$ cat config.mk
export PLATFORM = sky130hd
export DESIGN_NAME = brake_ramp_seq
export DESIGN_NICKNAME = d
export VERILOG_FILES = /design/src/rtl/brake_ramp_pkg.sv /design/src/rtl/brake_interval.sv /design/src/rtl/brake_level.sv /design/src/rtl/brake_phase.sv /design/src/rtl/brake_ramp_seq.sv
export SDC_FILE = /design/constraint.sdc
export NUM_CORES = 1
export LEC_CHECK = 0
export BUFFER_PORTS_ARGS = -buffer_cell sky130_fd_sc_hd__buf_2
export CAP_MARGIN = 15
export CORE_MARGIN = 5
export CORE_UTILIZATION = 35
export DETAILED_ROUTE_END_ITERATION = 10
export SLEW_MARGIN = 20
export SYNTH_ARGS = -nofsm -noshare
export SYNTH_HDL_FRONTEND = slang
export SYNTH_SLANG_ARGS = --single-unit
$ cat constraint.sdc
create_clock -name clk -period 2.65 [get_ports clk]
set_clock_uncertainty 0.15 [all_clocks]
set_input_delay 0.53 -clock clk [delete_from_list [all_inputs] [get_ports clk]]
set_output_delay 0.53 -clock clk [all_outputs]
set_load 0.01 [all_outputs]
$ cat src/rtl/brake_ramp_pkg.sv
package brake_ramp_pkg;
  typedef enum logic {PH_LOW = 1'b0, PH_HIGH = 1'b1} phase_e;

  localparam int DEF_PERIOD   = 25;
  localparam int DEF_STEP     = 5;
  localparam int DEF_INTERVAL = 200;
endpackage

$ cat src/rtl/brake_interval.sv
module brake_interval #(
  parameter int INTERVAL = 200,
  localparam int IW = (INTERVAL > 1) ? $clog2(INTERVAL) : 1
) (
  input  logic clk,
  input  logic rst_n,
  input  logic clear,
  input  logic en,
  input  logic tick,
  output logic step
);
  logic [IW-1:0] cnt_q;
  logic          at_end;

  assign at_end = (cnt_q == IW'(INTERVAL - 1));
  assign step   = en && tick && at_end && !clear;

  always_ff @(posedge clk or negedge rst_n) begin
    if (!rst_n)             cnt_q <= '0;
    else if (clear)         cnt_q <= '0;
    else if (en && tick)    cnt_q <= at_end ? '0 : cnt_q + 1'b1;
  end

  assert_interval_range_R4: assert property (@(posedge clk) disable iff (!rst_n)
    cnt_q <= IW'(INTERVAL - 1));
  assert_interval_restart_R4: assert property (@(posedge clk) disable iff (!rst_n)
    clear |=> cnt_q == '0);
endmodule

$ cat src/rtl/brake_level.sv
module brake_level #(
  parameter int PERIOD = 25,
  parameter int STEP   = 5,
  localparam int CW = $clog2(PERIOD + 1)
) (
  input  logic          clk,
  input  logic          rst_n,
  input  logic          start,
  input  logic          raise,
  output logic [CW-1:0] on_time,
  output logic [CW-1:0] on_next
);
  assign on_next = (on_time >= CW'(PERIOD - STEP)) ? CW'(PERIOD) : on_time + CW'(STEP);

  always_ff @(posedge clk or negedge rst_n) begin
    if (!rst_n)      on_time <= '0;
    else if (start)  on_time <= CW'(STEP);
    else if (raise)  on_time <= on_next;
  end

  assert_level_range_R6: assert property (@(posedge clk) disable iff (!rst_n)
    on_time <= CW'(PERIOD));
  assert_level_saturate_R6: assert property (@(posedge clk) disable iff (!rst_n)
    (raise && !start && on_time == CW'(PERIOD)) |=> on_time == CW'(PERIOD));
endmodule

$ cat src/rtl/brake_phase.sv
module brake_phase
  import brake_ramp_pkg::*;
#(
  parameter int PERIOD = 25,
  localparam int CW = $clog2(PERIOD + 1)
) (
  input  logic          clk,
  input  logic          rst_n,
  input  logic          run,
  input  logic          halt,
  input  logic          load,
  input  logic [CW-1:0] load_val,
  input  logic          slot,
  input  logic [CW-1:0] on_time,
  output logic          drive
);
  phase_e        ph_q;
  logic [CW-1:0] cnt_q;

  always_ff @(posedge clk or negedge rst_n) begin
    if (!rst_n) begin
      ph_q  <= PH_LOW;
      cnt_q <= CW'(1);
    end else if (halt) begin
      ph_q  <= PH_LOW;
      cnt_q <= CW'(1);
    end else if (load) begin
      ph_q  <= PH_HIGH;
      cnt_q <= load_val;
    end else if (run && slot) begin
      if (on_time == CW'(PERIOD)) begin
        ph_q  <= PH_HIGH;
        cnt_q <= CW'(PERIOD);
      end else if (cnt_q == CW'(1)) begin
        if (ph_q == PH_HIGH) begin
          ph_q  <= PH_LOW;
          cnt_q <= CW'(PERIOD) - on_time;
        end else begin
          ph_q  <= PH_HIGH;
          cnt_q <= on_time;
        end
      end else begin
        cnt_q <= cnt_q - 1'b1;
      end
    end
  end

  assign drive = (ph_q == PH_HIGH);

  assert_slot_count_range_R3: assert property (@(posedge clk) disable iff (!rst_n)
    cnt_q != '0 && cnt_q <= CW'(PERIOD));
  assert_full_hold_R6: assert property (@(posedge clk) disable iff (!rst_n)
    (run && !halt && !load && drive && on_time == CW'(PERIOD)) |=> drive);
  assert_reload_high_R5: assert property (@(posedge clk) disable iff (!rst_n)
    (load && !halt) |=> drive);
endmodule

$ cat src/rtl/brake_ramp_seq.sv
module brake_ramp_seq
  import brake_ramp_pkg::*;
#(
  parameter int PERIOD   = DEF_PERIOD,
  parameter int STEP     = DEF_STEP,
  parameter int INTERVAL = DEF_INTERVAL,
  localparam int CW = $clog2(PERIOD + 1)
) (
  input  logic clk,
  input  logic rst_n,
  input  logic brake_req,
  input  logic run_req,
  input  logic pwm_step,
  input  logic tick_10ms,
  output logic brake_out,
  output logic motor_zero
);
  logic          active_q;
  logic          start;
  logic          raise;
  logic          step_evt;
  logic          load;
  logic [CW-1:0] on_time;
  logic [CW-1:0] on_next;
  logic [CW-1:0] load_val;

  assign start    = brake_req && !active_q && !run_req;
  assign raise    = step_evt && !run_req;
  assign load     = start || raise;
  assign load_val = start ? CW'(STEP) : on_next;

  always_ff @(posedge clk or negedge rst_n) begin
    if (!rst_n)       active_q <= 1'b0;
    else if (run_req) active_q <= 1'b0;
    else if (start)   active_q <= 1'b1;
  end

  brake_interval #(.INTERVAL(INTERVAL)) u_interval (
    .clk   (clk),
    .rst_n (rst_n),
    .clear (start),
    .en    (active_q),
    .tick  (tick_10ms),
    .step  (step_evt)
  );

  brake_level #(.PERIOD(PERIOD), .STEP(STEP)) u_level (
    .clk     (clk),
    .rst_n   (rst_n),
    .start   (start),
    .raise   (raise),
    .on_time (on_time),
    .on_next (on_next)
  );

  brake_phase #(.PERIOD(PERIOD)) u_phase (
    .clk      (clk),
    .rst_n    (rst_n),
    .run      (active_q),
    .halt     (run_req),
    .load     (load),
    .load_val (load_val),
    .slot     (pwm_step),
    .on_time  (on_time),
    .drive    (brake_out)
  );

  assign motor_zero = active_q;

  assert_entry_drives_R2: assert property (@(posedge clk) disable iff (!rst_n)
    $rose(active_q) |-> brake_out);
  assert_run_clears_R7: assert property (@(posedge clk) disable iff (!rst_n)
    run_req |=> (!brake_out && !motor_zero));
  assert_rebrake_ignored_R8: assert property (@(posedge clk) disable iff (!rst_n)
    (active_q && brake_req && !run_req) |=> on_time >= $past(on_time));
  assert_idle_quiet_R9: assert property (@(posedge clk) disable iff (!rst_n)
    !active_q |-> !brake_out);
endmodule

### After elaboration in Yosys (flattened, before gate mapping)

Index checks and enable logic that the tools add are counted.

| word-level totals | value |
|---|---|
| register bits after elaboration | 20 |
| output and inout port bits | 2 |
| logic and storage cells | 51 |

| operators by class | value |
|---|---|
| add/subtract/negate cells | 4 |
| order comparisons | 1 |
| eq/ne operators | 3 |
| mux-type cells | 21 |
| reduce and logical (&&, ||, !) cells | 17 |

Operators with widths:

| cell | number |
|---|---|
| $mux W5 | 10 |
| $mux W8 | 3 |
| $add A8 B1 Y8 const B | 1 |
| $eq A8 B8 Y1 const B | 1 |
| $mux W1 | 8 |
| $logic_and A1 B1 Y1 | 7 |
| $reduce_bool A2 Y1 | 3 |
| $add A5 B3 Y5 const B | 1 |
| $eq A5 B1 Y1 const B | 1 |
| $eq A5 B5 Y1 const B | 1 |
| $ge A5 B5 Y1 const B | 1 |
| $sub A5 B1 Y5 const B | 1 |
| $sub A5 B5 Y5 const A | 1 |
| $reduce_bool A4 Y1 | 1 |
| $logic_not A1 Y1 | 3 |
| $reduce_bool A3 Y1 | 1 |
| $reduce_and A2 Y1 | 1 |
| $logic_or A1 B1 Y1 | 1 |

### Logic depth before layout (Yosys ltp)

| logic depth | value |
|---|---|
| word-level depth | 9 |
| gate-level depth with buffers | 7 |
| gate-level depth less buffers | 7 |

### Modules after synthesis

Synthesis repeated with hierarchy kept, for this count alone.

| second synthesis, totals | value |
|---|---|
| cells, all modules | 157 |
| area total of the unflattened synthesis | 1,387.6 µm² |

Modules (own cells, without submodules):

| module | instances | cells an instance | area an instance (µm²) | sequential area each (µm²) |
|---|---|---|---|---|
| brake_phase | 1 | 63 | 521.8 | 151.4 |
| brake_interval | 1 | 45 | 454.2 | 200.2 |
| brake_level | 1 | 36 | 310.3 | 125.1 |
| brake_ramp_seq | 1 | 13 | 101.3 | 25.0 |

### Least setup slack after synthesis

No wires, ideal clock.

| timing | value |
|---|---|
| path kind | input port to flip-flop |
| start point | input port run_req |
| end point | register u_interval.cnt_q[6] |
| data arrival time | 1,675 ps |
| data required time | 2,369 ps |
| path slack | 694 ps |
| stages | 6 |
| path through | buf_2 or3b_4 a211oi_2 and3_1 xnor2_1 nor2_2 |

| between the ends | value |
|---|---|
| word-level cells in the longest chain between the ends | 3 |
| elaborated cells on any way between the ends | 4 |
| classes of those cells | 1 x mux; 3 x reduce/logical |

RTL lines:

| what | line | source |
|---|---|---|
| start: declaration | brake_ramp_seq.sv:12 | `input logic run_req,` |
| $logic_not A1 Y1 (*) | brake_ramp_seq.sv:27 | `assign start = brake_req && !active_q && !run_req;` |
| $logic_and A1 B1 Y1 (*) | brake_ramp_seq.sv:27 |  |
| $mux W8 or $reduce_bool A2 Y1 (tied branches) | - |  |
| end signal: assignment | brake_interval.sv:21 | `else if (en && tick) cnt_q <= at_end ? '0 : cnt_q + 1'b1;` |
| end: declaration | brake_interval.sv:12 | `logic [IW-1:0] cnt_q;` |

Every way passes the cells marked *; elsewhere a longest branch is shown, timed or not.
A chain may end at the register's enable or synchronous reset.

### Final worst setup path

| timing | value |
|---|---|
| start point | register active_q, in the netlist motor_zero |
| end point | register u_phase.cnt_q[4] |

| between the ends | value |
|---|---|
| word-level cells in the longest chain between the ends | 9 |
| elaborated cells on any way between the ends | 14 |
| classes of those cells | 3 x mux; 11 x reduce/logical |

RTL lines:

| what | line | source |
|---|---|---|
| start: declaration | brake_ramp_seq.sv:18 | `logic active_q;` |
| start signal: assignment | brake_ramp_seq.sv:33 | `if (!rst_n) active_q <= 1'b0;` |
| start signal: assignment | brake_ramp_seq.sv:34 | `else if (run_req) active_q <= 1'b0;` |
| start signal: assignment | brake_ramp_seq.sv:35 | `else if (start) active_q <= 1'b1;` |
| $logic_not A1 Y1 | brake_ramp_seq.sv:27 |  |
| $logic_and A1 B1 Y1 (2 in a row) | brake_ramp_seq.sv:27 |  |
| $logic_not A1 Y1 | brake_interval.sv:16 | `assign step = en && tick && at_end && !clear;` |
| $logic_and A1 B1 Y1 | brake_interval.sv:16 |  |
| $logic_and A1 B1 Y1 | brake_ramp_seq.sv:28 | `assign raise = step_evt && !run_req;` |
| $logic_or A1 B1 Y1 | brake_ramp_seq.sv:29 | `assign load = start \|\| raise;` |
| $mux W5 | brake_phase.sv:27 | `end else if (load) begin` |
| $mux W5 | brake_phase.sv:24 | `end else if (halt) begin` |
| end signal: assignment | brake_phase.sv:29 | `cnt_q <= load_val;` |
| end signal: assignment | brake_phase.sv:33 | `cnt_q <= CW'(PERIOD);` |
| end signal: assignment | brake_phase.sv:37 | `cnt_q <= CW'(PERIOD) - on_time;` |
| end: declaration | brake_phase.sv:18 | `logic [CW-1:0] cnt_q;` |

Several ways; a longest one is shown, not always the timed one.

==> key figures <==
Outcome
  – Outcome: completed

Worst setup path
  – Worst path cell trace: or3b_4, o31ai_4, a211oi_1, a22oi_1, o31ai_2
  – Crit path to: u_phase.cnt_q[4]$_DFFE_PN0P_
  – Crit path max-delay cell type: a211oi_1
  – Crit-path max FO: 11
  – Crit path launch: motor_zero$_DFFE_PN0P_
  – Crit path arrival time: roughly 2.1 ns
  – Largest stage delay on the critical path: 0.60 ns
  – FF-to-FF End: u_phase.cnt_q[4]$_DFFE_PN0P_
  – RR Startpoint: motor_zero$_DFFE_PN0P_
  – Crit path kind: register to register
  – Reg2reg setup slack: a little under 0.6 ns
  – WP data required: about 2.7 ns
  – CP Launch Type: register
  – FF-to-FF path depth: 5
  – Worst setup EP type: register

Yosys
  – Yosys top cell by area: dfrtp_1
  – Syn_nets: ~150
  – Top-count cell post-synth: dfrtp_1
  – Yosys reg bits: 20
  – Ys async rst share: 1.00
  – Most used DFF post-synth: dfrtp_1
  – Post-synth cell types: 51
  – Mapped Area: between 1000 and 1500 um2
  – Post-synth top cells: 19 x dfrtp_1, 15 x nor2_1, 11 x nand2_1
  – Mean Syn Cell Area: 9.65 um2
  – Post-synth EDFFs: 0
  – Cells after Synth: between 100 and 150
  – Synth Warn #: 0
  – Synth top area share: 0.352
  – Seq/Total Area, Yosys: 0.371
  – Main area contributors after synthesis: dfrtp_1 35%, ha_1 6.5%, nor2_1 4.2%

Global routing
  – First-pass GRT wire length: between 4000 and 5000 um
  – Grt total ovfl: 0
  – Vias in the first global route: 1062
  – Gr usage total: 0.121
  – Pin count of the biggest net entering global routing: 21
  – Initial antenna violation count: 0

Cells and area
  – NumNets Final: approximately 160
  – Final core occ: 0.402
  – Sequential cell area: 502 um2
  – Layout cells sized above 1: 0.182
  – Design area: between 1000 and 1500 um2
  – Area growth syn-to-layout: 9.81%
  – Fillcell total: between 300 and 400
  – Inserted Diodes: 0
  – Multi-input gate area: 802 um2

Timing
  – Ratio of final minimum period to clock period: 0.781
  – Highest Clock Rate: around 480 MHz
  – Min Clock Period, post-route: 2.07 ns
  – Final setup vio count: 0
  – Worst-Margin Slew: ~0.66 ns
  – RSZ-0062 raised after global routing: false
  – Max-slew headroom: 0.557
  – Final WS setup: about 0.58 ns
  – Final hold violations: 0
  – Pins Over Slew Limit: 0
  – Fin Setup TNS: 0 ns

Clocking
  – Worst-path clk slew: about 0.080 ns
  – Post-CTS repair timing setup buffer count: 0
  – Cts hold-fix bufs: 0
  – Root buf cell: clkbuf_8
  – H-Tree Depth: 1
  – TritonCTS Sinks: 20
  – PostCTS Resize Cnt: 0
  – CTS Buf Count: 3
  – CTS Buffer Depth: 2
  – TritonCTS clock tree: yes
  – Later-pin clock latency in the skew report: 0.26 ns

Place
  – Gpl congestion: 0.826
  – Pre-CTS setup slack: between 0.4 and 0.5 ns
  – HPWL after DPL: between 2000 and 2500 um
  – Placed instance area: approximately 1400 um2
  – Port bufs: 7

Floorplanning
  – Io pins: 8
  – Overall die height: just over 70 um
  – Die X: roughly 72 um
  – DIE AREA: between 5000 and 6000 um2
  – Core area: 3690 um2
  – # rows: 22
  – Starting density of the core: 0.366

Job
  – Max-cap violations: 0

Route
  – Via density: 5.52
  – Drt pass-1 iters: 4
  – Final wirelength: around 2900 um
  – Initial DRC count: 42
  – Via count: 1081
  – Antenna viol nets, final: 0
  – Drc violations: 0
  – Routed wire length per instance: 14.7 um

Power and ir drop
  – P_int: 533 uW
  – Max VDD drop: 0.311 mV
  – Sw Share: 0.303
  – NetSw: 232 uW
  – Pwr Density: 516 nW/um2
  – Leakage dissipation: approximately 0.00067 uW
  – Part of the power in the clock network: 0.307
  – Register share of total power: 0.475
  – Combinational Power Share: 0.218

Min path
  – Hold/Removal Path Class: input port to asynchronous set/reset pin
[flip-flops by register name, indices dropped and copies added (netlist names)]
name              flops
u_phase.cnt_q         5
u_level.on_time       5
motor_zero            1
u_interval.cnt_q      8
u_phase.drive         1
[cell families (layout without fill, tap and decap cells)]
family,after synthesis,count (layout),share of synthesized area
DFF,20,20,0.371
AOI/OAI and AO/OA,36,36,0.198
adders and majority gates,7,7,0.0648
buffers and inverters,10,18,0.0352
muxes,2,2,0.0157
xor gates and xnor gates,11,11,0.0713
and+or+nand+nor,54,54,0.244
[worst min path at each step]
stage	start	to	slack [ns]
2_1_floorplan	rst_n	motor_zero$_DFFE_PN0P_	0.08
3_3_place_gp	rst_n	u_interval.cnt_q[6]$_DFFE_PN0P_	0.35
5_1_grt	rst_n	u_interval.cnt_q[6]$_DFFE_PN0P_	0.09
6_report	rst_n	u_phase.drive$_DFFE_PN0P_	0.06
4_1_cts	rst_n	u_phase.drive$_DFFE_PN0P_	0.07
3_5_place_dp	rst_n	u_interval.cnt_q[6]$_DFFE_PN0P_	0.36
[per-stage QoR]
step | hold slack, ns | power (uW) | instances
floorplan | 0.0844 | 490 | 140
global placement | 0.352 | 529 | 192
detailed placement | 0.357 | 536 | 192
CTS | 0.0689 | 775 | 196
global route | 0.0871 | 814 | 196
finish | 0.0566 | 766 | 196
[worst max-delay path: cells and delay by family, from the launching register on]
kind             cells  cell delay [ns]
AND/OR/NAND/NOR      1             0.26
AO/OA/AOI/OAI        4             0.99
flip-flops           1             0.59
[cells in the final DEF (no fill, tap or decap), drive strengths merged, types with 5 or more instances in the layout]
cell   count
xor2       6
ha         7
inv        6
a21oi      7
o21ai      9
nand3      7
dfrtp     19
nor2      16
buf        8
nand2     11
xnor2      5
[power groups by stage]
stage	logic, uW	registers, uW	clock network (uW)
3_5_place_dp	167	369	0
2_1_floorplan	135	354	0
6_report	167	364	235
3_3_place_gp	161	368	0
5_1_grt	185	367	261
4_1_cts	168	363	244
[layer usage]
layer	vias up	share of wire	GRT usage	routed length (um)
li1	527	-	-	-
met1	532	0.47	0.152	1360
met2	18	0.48	0.199	1390
met3	4	0.029	0.0263	84
met4	0	0.016	0.0522	45
met5	-	0	0	0
[cell type report]
cell class,count,area share
Sequential cell,20,0.338
Inverter,6,0.0152
Timing Repair Buffer,8,0.0287
Tap cell,48,0.0405
Multi-Input combinational cell,110,0.540
Clock buffer,4,0.0371
Note: power is estimated with default switching activity, not from simulation.
